`config.mk`:
```
export PLATFORM = sky130hd
export DESIGN_NAME = xfer_gap_ctrl
export DESIGN_NICKNAME = d
export VERILOG_FILES = /design/src/rtl/xfer_gap_pkg.sv /design/src/rtl/xfer_blk_cnt.sv /design/src/rtl/xfer_gap_regs.sv /design/src/rtl/xfer_gap_fsm.sv /design/src/rtl/xfer_gap_ctrl.sv
export SDC_FILE = /design/constraint.sdc
export NUM_CORES = 1
export LEC_CHECK = 0
export CELL_PAD_IN_SITES_DETAIL_PLACEMENT = 1
export CELL_PAD_IN_SITES_GLOBAL_PLACEMENT = 1
export CORE_UTILIZATION = 35
export DETAILED_ROUTE_END_ITERATION = 8
export GPL_TIMING_DRIVEN = 1
export PLACE_DENSITY_LB_ADDON = 0.1
export SLEW_MARGIN = 25
export SYNTH_ARGS = -nofsm -noshare
export SYNTH_HDL_FRONTEND = slang
export SYNTH_HIERARCHICAL = 1
export SYNTH_SLANG_ARGS = --single-unit
```
`constraint.sdc`:
```
create_clock -name clk_i -period 3.3 [get_ports clk_i]
set_clock_uncertainty 0.15 [all_clocks]
set_input_delay 0.495 -clock clk_i [delete_from_list [all_inputs] [get_ports clk_i]]
set_output_delay 0.495 -clock clk_i [all_outputs]
set_load 0.02 [all_outputs]
```
`src/rtl/xfer_gap_pkg.sv`:
```
package xfer_gap_pkg;
  typedef enum logic [1:0] {
    ST_IDLE   = 2'd0,
    ST_ISSUE  = 2'd1,
    ST_ACTIVE = 2'd2,
    ST_HALTED = 2'd3
  } seq_state_e;
endpackage

```
`src/rtl/xfer_blk_cnt.sv`:
```
module xfer_blk_cnt #(
  parameter int CNT_W = 16
) (
  input  logic             clk_i,
  input  logic             rst_ni,
  input  logic             load_i,
  input  logic [CNT_W-1:0] load_val_i,
  input  logic             dec_i,
  input  logic             clr_i,
  output logic [CNT_W-1:0] rem_o,
  output logic             last_o
);
  localparam logic [CNT_W-1:0] ONE = CNT_W'(1);

  logic [CNT_W-1:0] rem_q;

  always_ff @(posedge clk_i or negedge rst_ni) begin
    if (!rst_ni)     rem_q <= '0;
    else if (clr_i)  rem_q <= '0;
    else if (load_i) rem_q <= load_val_i;
    else if (dec_i && rem_q != '0) rem_q <= rem_q - ONE;
  end

  assign rem_o  = rem_q;
  assign last_o = (rem_q == ONE);
endmodule

```
`src/rtl/xfer_gap_regs.sv`:
```
module xfer_gap_regs (
  input  logic clk_i,
  input  logic rst_ni,
  input  logic wr_en_i,
  input  logic wr_stop_i,
  input  logic wr_cont_i,
  input  logic wr_tc_clr_i,
  input  logic halted_i,
  input  logic abort_i,
  input  logic tc_set_i,
  output logic stop_o,
  output logic cont_o,
  output logic tc_o
);
  logic stop_q, cont_q, tc_q;
  logic cont_take;

  // continue only from a real halt, with stop cleared by now
  assign cont_take = wr_en_i && wr_cont_i && !wr_stop_i && halted_i &&
                     !abort_i && !cont_q;

  always_ff @(posedge clk_i or negedge rst_ni) begin
    if (!rst_ni) begin
      stop_q <= 1'b0;
      cont_q <= 1'b0;
      tc_q   <= 1'b0;
    end else begin
      if (wr_en_i) stop_q <= wr_stop_i;
      cont_q <= cont_take;
      if (tc_set_i)                    tc_q <= 1'b1;
      else if (wr_en_i && wr_tc_clr_i) tc_q <= 1'b0;
    end
  end

  assign stop_o = stop_q;
  assign cont_o = cont_q;
  assign tc_o   = tc_q;
endmodule

```
`src/rtl/xfer_gap_fsm.sv`:
```
module xfer_gap_fsm
  import xfer_gap_pkg::*;
(
  input  logic       clk_i,
  input  logic       rst_ni,
  input  logic       start_i,
  input  logic       blk_done_i,
  input  logic       last_i,
  input  logic       stop_i,
  input  logic       cont_i,
  input  logic       resume_i,
  input  logic       abort_i,
  output seq_state_e state_o,
  output logic       load_o,
  output logic       dec_o,
  output logic       clr_o,
  output logic       tc_set_o,
  output logic       blk_start_o
);
  seq_state_e state_q, state_d;

  always_comb begin
    state_d  = state_q;
    load_o   = 1'b0;
    dec_o    = 1'b0;
    tc_set_o = 1'b0;
    clr_o    = abort_i;
    if (abort_i) begin
      state_d = ST_IDLE;
    end else begin
      unique case (state_q)
        ST_IDLE: if (start_i) begin
          load_o  = 1'b1;
          state_d = ST_ISSUE;
        end
        ST_ISSUE: state_d = ST_ACTIVE;
        ST_ACTIVE: if (blk_done_i) begin
          dec_o    = 1'b1;
          if (last_i) begin
            tc_set_o = 1'b1;
            state_d  = ST_IDLE;
          end else if (stop_i) begin
            tc_set_o = 1'b1;
            state_d  = ST_HALTED;
          end else begin
            state_d  = ST_ISSUE;
          end
        end
        ST_HALTED: if (cont_i || resume_i) state_d = ST_ISSUE;
        default: state_d = ST_IDLE;
      endcase
    end
  end

  always_ff @(posedge clk_i or negedge rst_ni) begin
    if (!rst_ni) state_q <= ST_IDLE;
    else         state_q <= state_d;
  end

  assign state_o     = state_q;
  assign blk_start_o = (state_q == ST_ISSUE);
endmodule

```
`src/rtl/xfer_gap_ctrl.sv`:
```
module xfer_gap_ctrl
  import xfer_gap_pkg::*;
#(
  parameter int CNT_W = 16
) (
  input  logic             clk_i,
  input  logic             rst_ni,
  input  logic             wr_en_i,
  input  logic             wr_stop_i,
  input  logic             wr_cont_i,
  input  logic             wr_tc_clr_i,
  input  logic             wr_start_i,
  input  logic [CNT_W-1:0] blk_cnt_i,
  input  logic             blk_done_i,
  input  logic             resume_i,
  input  logic             abort_i,
  output logic             blk_start_o,
  output logic             tc_o,
  output logic             busy_o,
  output logic             stop_o,
  output logic             cont_o,
  output logic [CNT_W-1:0] remain_o
);
  seq_state_e state;
  logic load, dec, clr, tc_set, last, start_ok;

  assign start_ok = wr_en_i && wr_start_i && (blk_cnt_i != '0);

  xfer_gap_fsm u_fsm (
    .clk_i       (clk_i),
    .rst_ni      (rst_ni),
    .start_i     (start_ok),
    .blk_done_i  (blk_done_i),
    .last_i      (last),
    .stop_i      (stop_o),
    .cont_i      (cont_o),
    .resume_i    (resume_i),
    .abort_i     (abort_i),
    .state_o     (state),
    .load_o      (load),
    .dec_o       (dec),
    .clr_o       (clr),
    .tc_set_o    (tc_set),
    .blk_start_o (blk_start_o)
  );

  xfer_blk_cnt #(.CNT_W(CNT_W)) u_cnt (
    .clk_i      (clk_i),
    .rst_ni     (rst_ni),
    .load_i     (load),
    .load_val_i (blk_cnt_i),
    .dec_i      (dec),
    .clr_i      (clr),
    .rem_o      (remain_o),
    .last_o     (last)
  );

  xfer_gap_regs u_regs (
    .clk_i       (clk_i),
    .rst_ni      (rst_ni),
    .wr_en_i     (wr_en_i),
    .wr_stop_i   (wr_stop_i),
    .wr_cont_i   (wr_cont_i),
    .wr_tc_clr_i (wr_tc_clr_i),
    .halted_i    (state == ST_HALTED),
    .abort_i     (abort_i),
    .tc_set_i    (tc_set),
    .stop_o      (stop_o),
    .cont_o      (cont_o),
    .tc_o        (tc_o)
  );

  assign busy_o = (state != ST_IDLE);
endmodule

```
; ---- Word level (Yosys, flattened, before mapping)
; Cells that the tools add are included.
[word_totals]
ff_bits = 21
input_bits = 26
output_inout_bits = 21
wordCells = 56
[classes]
addsub = 1
n_eq_ne = 7
muxes = 23
n_reduce_logical = 20
[ops]
columns = op, count
row1 = 16-bit two-way mux, 3
row2 = 16-bit nonzero test, 2
row3 = "16-bit by 1-bit == test with 1-bit output, second input constant", 1
row4 = "16-bit by 1-bit subtractor with 16-bit output, second input constant", 1
row5 = 1-bit two-way mux, 13
row6 = 2-bit two-way mux, 6
row7 = 1-bit logical AND, 9
row8 = "3-bit != test, second input constant", 3
row9 = 2-bit case mux with 4 select lines, 1
row10 = "2-bit == test, second input constant", 2
row11 = 2-bit nonzero test, 2
row12 = 1-bit logical NOT, 3
row13 = 3-bit AND reduction, 1
row14 = 3-bit nonzero test, 1
row15 = "2-bit by 1-bit == test with 1-bit output, second input constant", 1
row16 = 2-bit logical NOT, 1
row17 = 1-bit logical OR, 1

; ---- Longest topological paths before layout
[logic_depth]
depth_word = 7
mapped_depth = 8
ltp_nobuf = 8

; ---- Hierarchy
; The synthesis kept the hierarchy.
[by_module_without_submodules]
columns = module, n_inst, cells_per_inst, area_each_um2, seq_area_each_um2
row1 = xfer_blk_cnt, 1, 126, 1123.6, 400.4
row2 = xfer_gap_fsm, 1, 28, 262.8, 50.0
row3 = xfer_gap_regs, 1, 8, 121.4, 75.1
row4 = xfer_gap_ctrl, 1, 8, 50.0, 0.0

; ---- Worst setup path before layout
; OpenSTA, ideal clock, no wires.
[synth_timing]
kind = register to register
startpoint = reg u_fsm.state_q[0] (netlist: u_fsm/state_o[0])
endpoint = reg u_cnt.rem_q[9] (netlist: u_cnt/rem_o[9])
setup_time_ns = 0.125
t_arrival_ns = 2.144
t_required_ns = 3.025
slack_ns = 0.881
path_stages_with_launch = 9
path_buffers = 0
synth_period_minus_slack_ns = 2.419
cell_sequence = dfrtp_1 inv_1 ha_1 nand2_1 nor2_1 or3b_2 nor3_2 a311oi_1 a2111oi_0
[synth_via]
elab_chain_len = 5
elab_cells_between_ends = 10
classes_between = 1 x eq/ne / 6 x mux / 3 x reduce/logical
[synth_lines]
columns = element, line
row1 = "start, declared", xfer_gap_fsm.sv:20  ; seq_state_e state_q, state_d;
row2 = "start signal, assigned", xfer_gap_fsm.sv:57  ; else state_q <= state_d;
row3 = 2-bit == test, xfer_gap_fsm.sv:31  ; unique case (state_q)
row4 = 1-bit two-way mux, xfer_gap_fsm.sv:31
row5 = 1-bit two-way mux, xfer_gap_fsm.sv:28  ; if (abort_i) begin
row6 = named net dec, xfer_gap_ctrl.sv:25  ; logic load, dec, clr, tc_set, last, start_ok;
row7 = 1-bit logical AND, xfer_blk_cnt.sv:21  ; else if (dec_i && rem_q != '0) rem_q <= rem_q - ONE;
row8 = 3-bit nonzero test (no line), n/a
row9 = "end signal, assigned", xfer_blk_cnt.sv:20  ; else if (load_i) rem_q <= load_val_i;
row10 = "end signal, assigned", xfer_blk_cnt.sv:21
row11 = "end, declared", xfer_blk_cnt.sv:15  ; logic [CNT_W-1:0] rem_q;
; The timed path passes the listed nets, and every way through them passes these cells.
; A chain may end at the register's enable or synchronous reset.

; ---- Worst setup path after layout
[layout_timing]
startpoint = in blk_cnt_i[2]
endpoint = reg u_cnt.rem_q[1] (netlist: u_cnt/rem_o[1])
[layout_via]
elab_chain_len = 7
elab_cells_between_ends = 8
classes_between = 5 x mux / 3 x reduce/logical
[layout_lines]
columns = element, line
row1 = "start, declared", xfer_gap_ctrl.sv:13  ; input logic [CNT_W-1:0] blk_cnt_i,
row2 = 16-bit nonzero test *, xfer_gap_ctrl.sv:27  ; assign start_ok = wr_en_i && wr_start_i && (blk_cnt_i != '0);
row3 = 1-bit logical AND *, xfer_gap_ctrl.sv:27
row4 = named net start_ok, xfer_gap_ctrl.sv:25
row5 = 1-bit two-way mux *, xfer_gap_fsm.sv:32  ; ST_IDLE: if (start_i) begin
row6 = 1-bit two-way mux *, xfer_gap_fsm.sv:31
row7 = 1-bit two-way mux *, xfer_gap_fsm.sv:28
row8 = named net load, xfer_gap_ctrl.sv:25
row9 = 16-bit two-way mux, xfer_blk_cnt.sv:20
row10 = 16-bit two-way mux, xfer_blk_cnt.sv:19  ; else if (clr_i) rem_q <= '0;
; Mark *: on every way through the listed nets, which the timed path passes. The rest lies on a longest branch.

==> reports/metrics.yaml <==
cells_and_area:
  n_fill_cell: 484
  insertedDiodeCount: 0
  nets: 252
  area_delta_synth_final_pct: 36.9
  utilization: 0.514
  drive_gt1_frac: 0.119
yosys:
  ys_top_cells_by_count: "21 x dfrtp_1, 17 x nor2_1, 12 x inv_1"
  synth_top_area_frac: 0.337
  ys_top_cells_by_area: "dfrtp_1 34%, ha_1 4.8%, a311oi_1 4.5%"
  synth_xor_area_frac: 0.00562
  synth_area_sq_um: 1560
  synth_area_leader_cell: "dfrtp_1"
  synth.distinct_cells: 54
  yosysSeqAreaShare: 0.337
  synth_ff_type: "dfrtp_1"
  ys_ff_latch: 21
  synth.net_count: 202
  yosysWarnings: 6
  synth-simple-area-share: 0.321
  syn-instance-count: 170
  yosysMostFrequentCell: "dfrtp_1"
  synth_top_family_by_area: "simple AND/OR/NAND/NOR gates"
  synth_compound_area_frac: 0.214
  synth_edf_count: 0
  synthAdderAreaFrac: 0.0482
  synthMuxAreaShare: 0.0273
  synth.avg_cell_area_sq_um: 9.16
  synthArstFlopShare: 1.00
grt:
  grt_pass1_vias: 1683
  grtUsageMet3: 0.0345
  antenna_found_initial: 0
  grt_pass1_wl_um: 8200
  grt_max_degree: 22
  overflow: 0
  grtUsageTotal: 0.238
  use_met2: 0.395
  busiest_layer: "met2"
  use_met1: 0.312
sta:
  setup_viol: 0
  rsz0062_at_grt: "no"
  slew_violations: 0
  clock.fmax_ghz: 0.372
  fin_ws_ns: 0.611
  tns_ns: 0
  worst_pin_slew_ns: 0.593
  whs_ns: 0.0412
  period_share: 0.815
  fin_crit_ns: 2.69
  finalHoldViolations: 0
  relSlewSlack: 0.601
worst_setup_path:
  cp-start-kind: "primary input"
  crit_arrival_ns: 2.70
  path_class: "in -> reg"
  path_delay_family: "simple AND/OR/NAND/NOR gates"
  path_buf_inv: 3
  critPathSlowestCell: "clkdlybuf4s50_1"
  cp_data_required_time_ns: 3.31
  critPathMaxStageDelay_ns: 0.46
  cp_max_fo: 14
  path_cells: "clkdlybuf4s50_1, nor4_1, a41oi_1, and3b_1, inv_1, buf_4, nor2_1, a211oi_1"
  crit_path_end_kind: "flop"
routing:
  routed_wl_um: 5010
  drtPass1Iterations: 4
  drc_errors: 0
  antenna_left: 0
  viasPerCell: 5.92
  post_drt_wl_per_cell_um: 18.6
  drt-initial-drc-count: 102
  vias: 1592
clock_network:
  root_buffer: "clkbuf_8"
  clk_latency_ns: 0.27
  htree_num_levels: 1
  cts_tree: "yes"
  cts_resized: 0
  ctsHoldBuffers: 0
  clk_path_buf_depth: 2
  post-cts-setup-buffers: 0
  numCtsBuffers: 3
  path_clk_slew_ns: 0.09
  clock-sinks: 21
place:
  dp_worst_setup_slack_ns: 0.366
  place.gp.congestion: 0.835
  dp_hpwl_um: 3820
  place.port_buffers: 46
worst_hold_path:
  hp-class: "in -> async"
die:
  die_w_um: 68.7
  fp.dieArea_sq_um: 4720
  ios: 47
  num_rows: 23
  core_sq_um: 4140
  start_util: 0.376
  dieHeight_um: 68.7
pwr:
  vdd_ir_drop_max_uv: 156
  power.total_uw: 732
  pwr_density_cell_nw_per_um2: 343
  cellLeakagePower_nw: 0.859
run_status:
  outcome: "complete, no violations"
run:
  drv_cap: 0
==> flip-flops by register name (all words and copies together) (netlist names) <==
register and count:
u_regs/cont_o 1, u_fsm/state_o 2, u_regs/stop_o 1, u_cnt/rem_o 16, u_regs/tc_o 1
==> placed cells by master, fill, tap and decap left out, types with 3 or more instances in the layout <==
cell             Yosys  layout
o21ai_0              5       5
or4_4                3       3
ha_1                 6       6
inv_1               12      12
a211oi_1             4       4
nand2b_1             3       3
nand2_1              6       6
o21a_1               3       3
o31ai_1              3       3
clkdlybuf4s50_1      0      45
nor4_1               6       6
a311oi_1             8       8
nor2_1              17      17
clkbuf_8             0       3
nor2b_1              3       3
or3_1                5       5
nor3_1               7       7
o31a_1               3       3
dfrtp_1             21      21
a21oi_1              4       4
buf_4                1       5
nand4_1              4       4
and2_1               3       3
==> report_power, final <==
group / internal (mW) / switching (mW) / total, mW
clock: 0.0864 / 0.0956 / 0.182
combinational: 0.117 / 0.136 / 0.253
sequential: 0.272 / 0.0251 / 0.297
==> cells by family after synthesis <==
kind of cell             after synthesis
buffers and inverters                 18
XOR/XNOR                               1
flip-flops                            21
AO/OA/AOI/OAI                         41
multiplexers                           4
adder cells (fa/ha/maj)                6
AND/OR/NAND/NOR                       79
==> area by class of cell <==
| cell class | count | area (sq um) | share of cell area |
|---|---|---|---|
| clock buffer | 4 | 45.0 | 0.0211 |
| sequential | 21 | 526 | 0.246 |
| multi-input combinational | 131 | 961 | 0.451 |
| timing repair buffer | 51 | 493 | 0.231 |
| tap | 50 | 62.6 | 0.0293 |
| inverter | 12 | 45.0 | 0.0211 |
==> metal layers <==
metal | share of wire | wire [um]
met3 | 0.044 | 220
met1 | 0.45 | 2260
met4 | 0.018 | 88
met5 | 0 | 0
met2 | 0.49 | 2440
==> final timing paths <==
check,start,endpoint,slack [ns],cells after the start
max,blk_cnt_i[2],u_cnt/rem_o[1],0.61,8
min,rst_ni,u_cnt/rem_o[5],0.04,1
max reg2reg,u_fsm/state_o[0],u_cnt/rem_o[15],0.64,9
min reg2reg,u_regs/tc_o,u_regs/tc_o,0.35,1
max in group asynchronous,rst_ni,u_regs/tc_o,2.61,1
min in group clk_i,u_regs/tc_o,u_regs/tc_o,0.35,1
==> stage by stage <==
step / cell area [sq um] / cells
floorplan: 1560 / 170
global placement: 2090 / 265
detailed placement: 2090 / 265
CTS: 2140 / 269
global route: 2130 / 269
finish: 2130 / 269
==> worst register-to-register path: stages (launching register included) <==
cell and delay [ns]:
dfrtp_1 0.45, inv_1 0.13, ha_1 0.27, nand2_1 0.08
nor2_1 0.17, buf_4 0.16, nor4b_1 0.23, nand4_1 0.24
or3_1 0.41, a311oi_1 0.28
No activity file was read; power rests on OpenSTA's default activity.
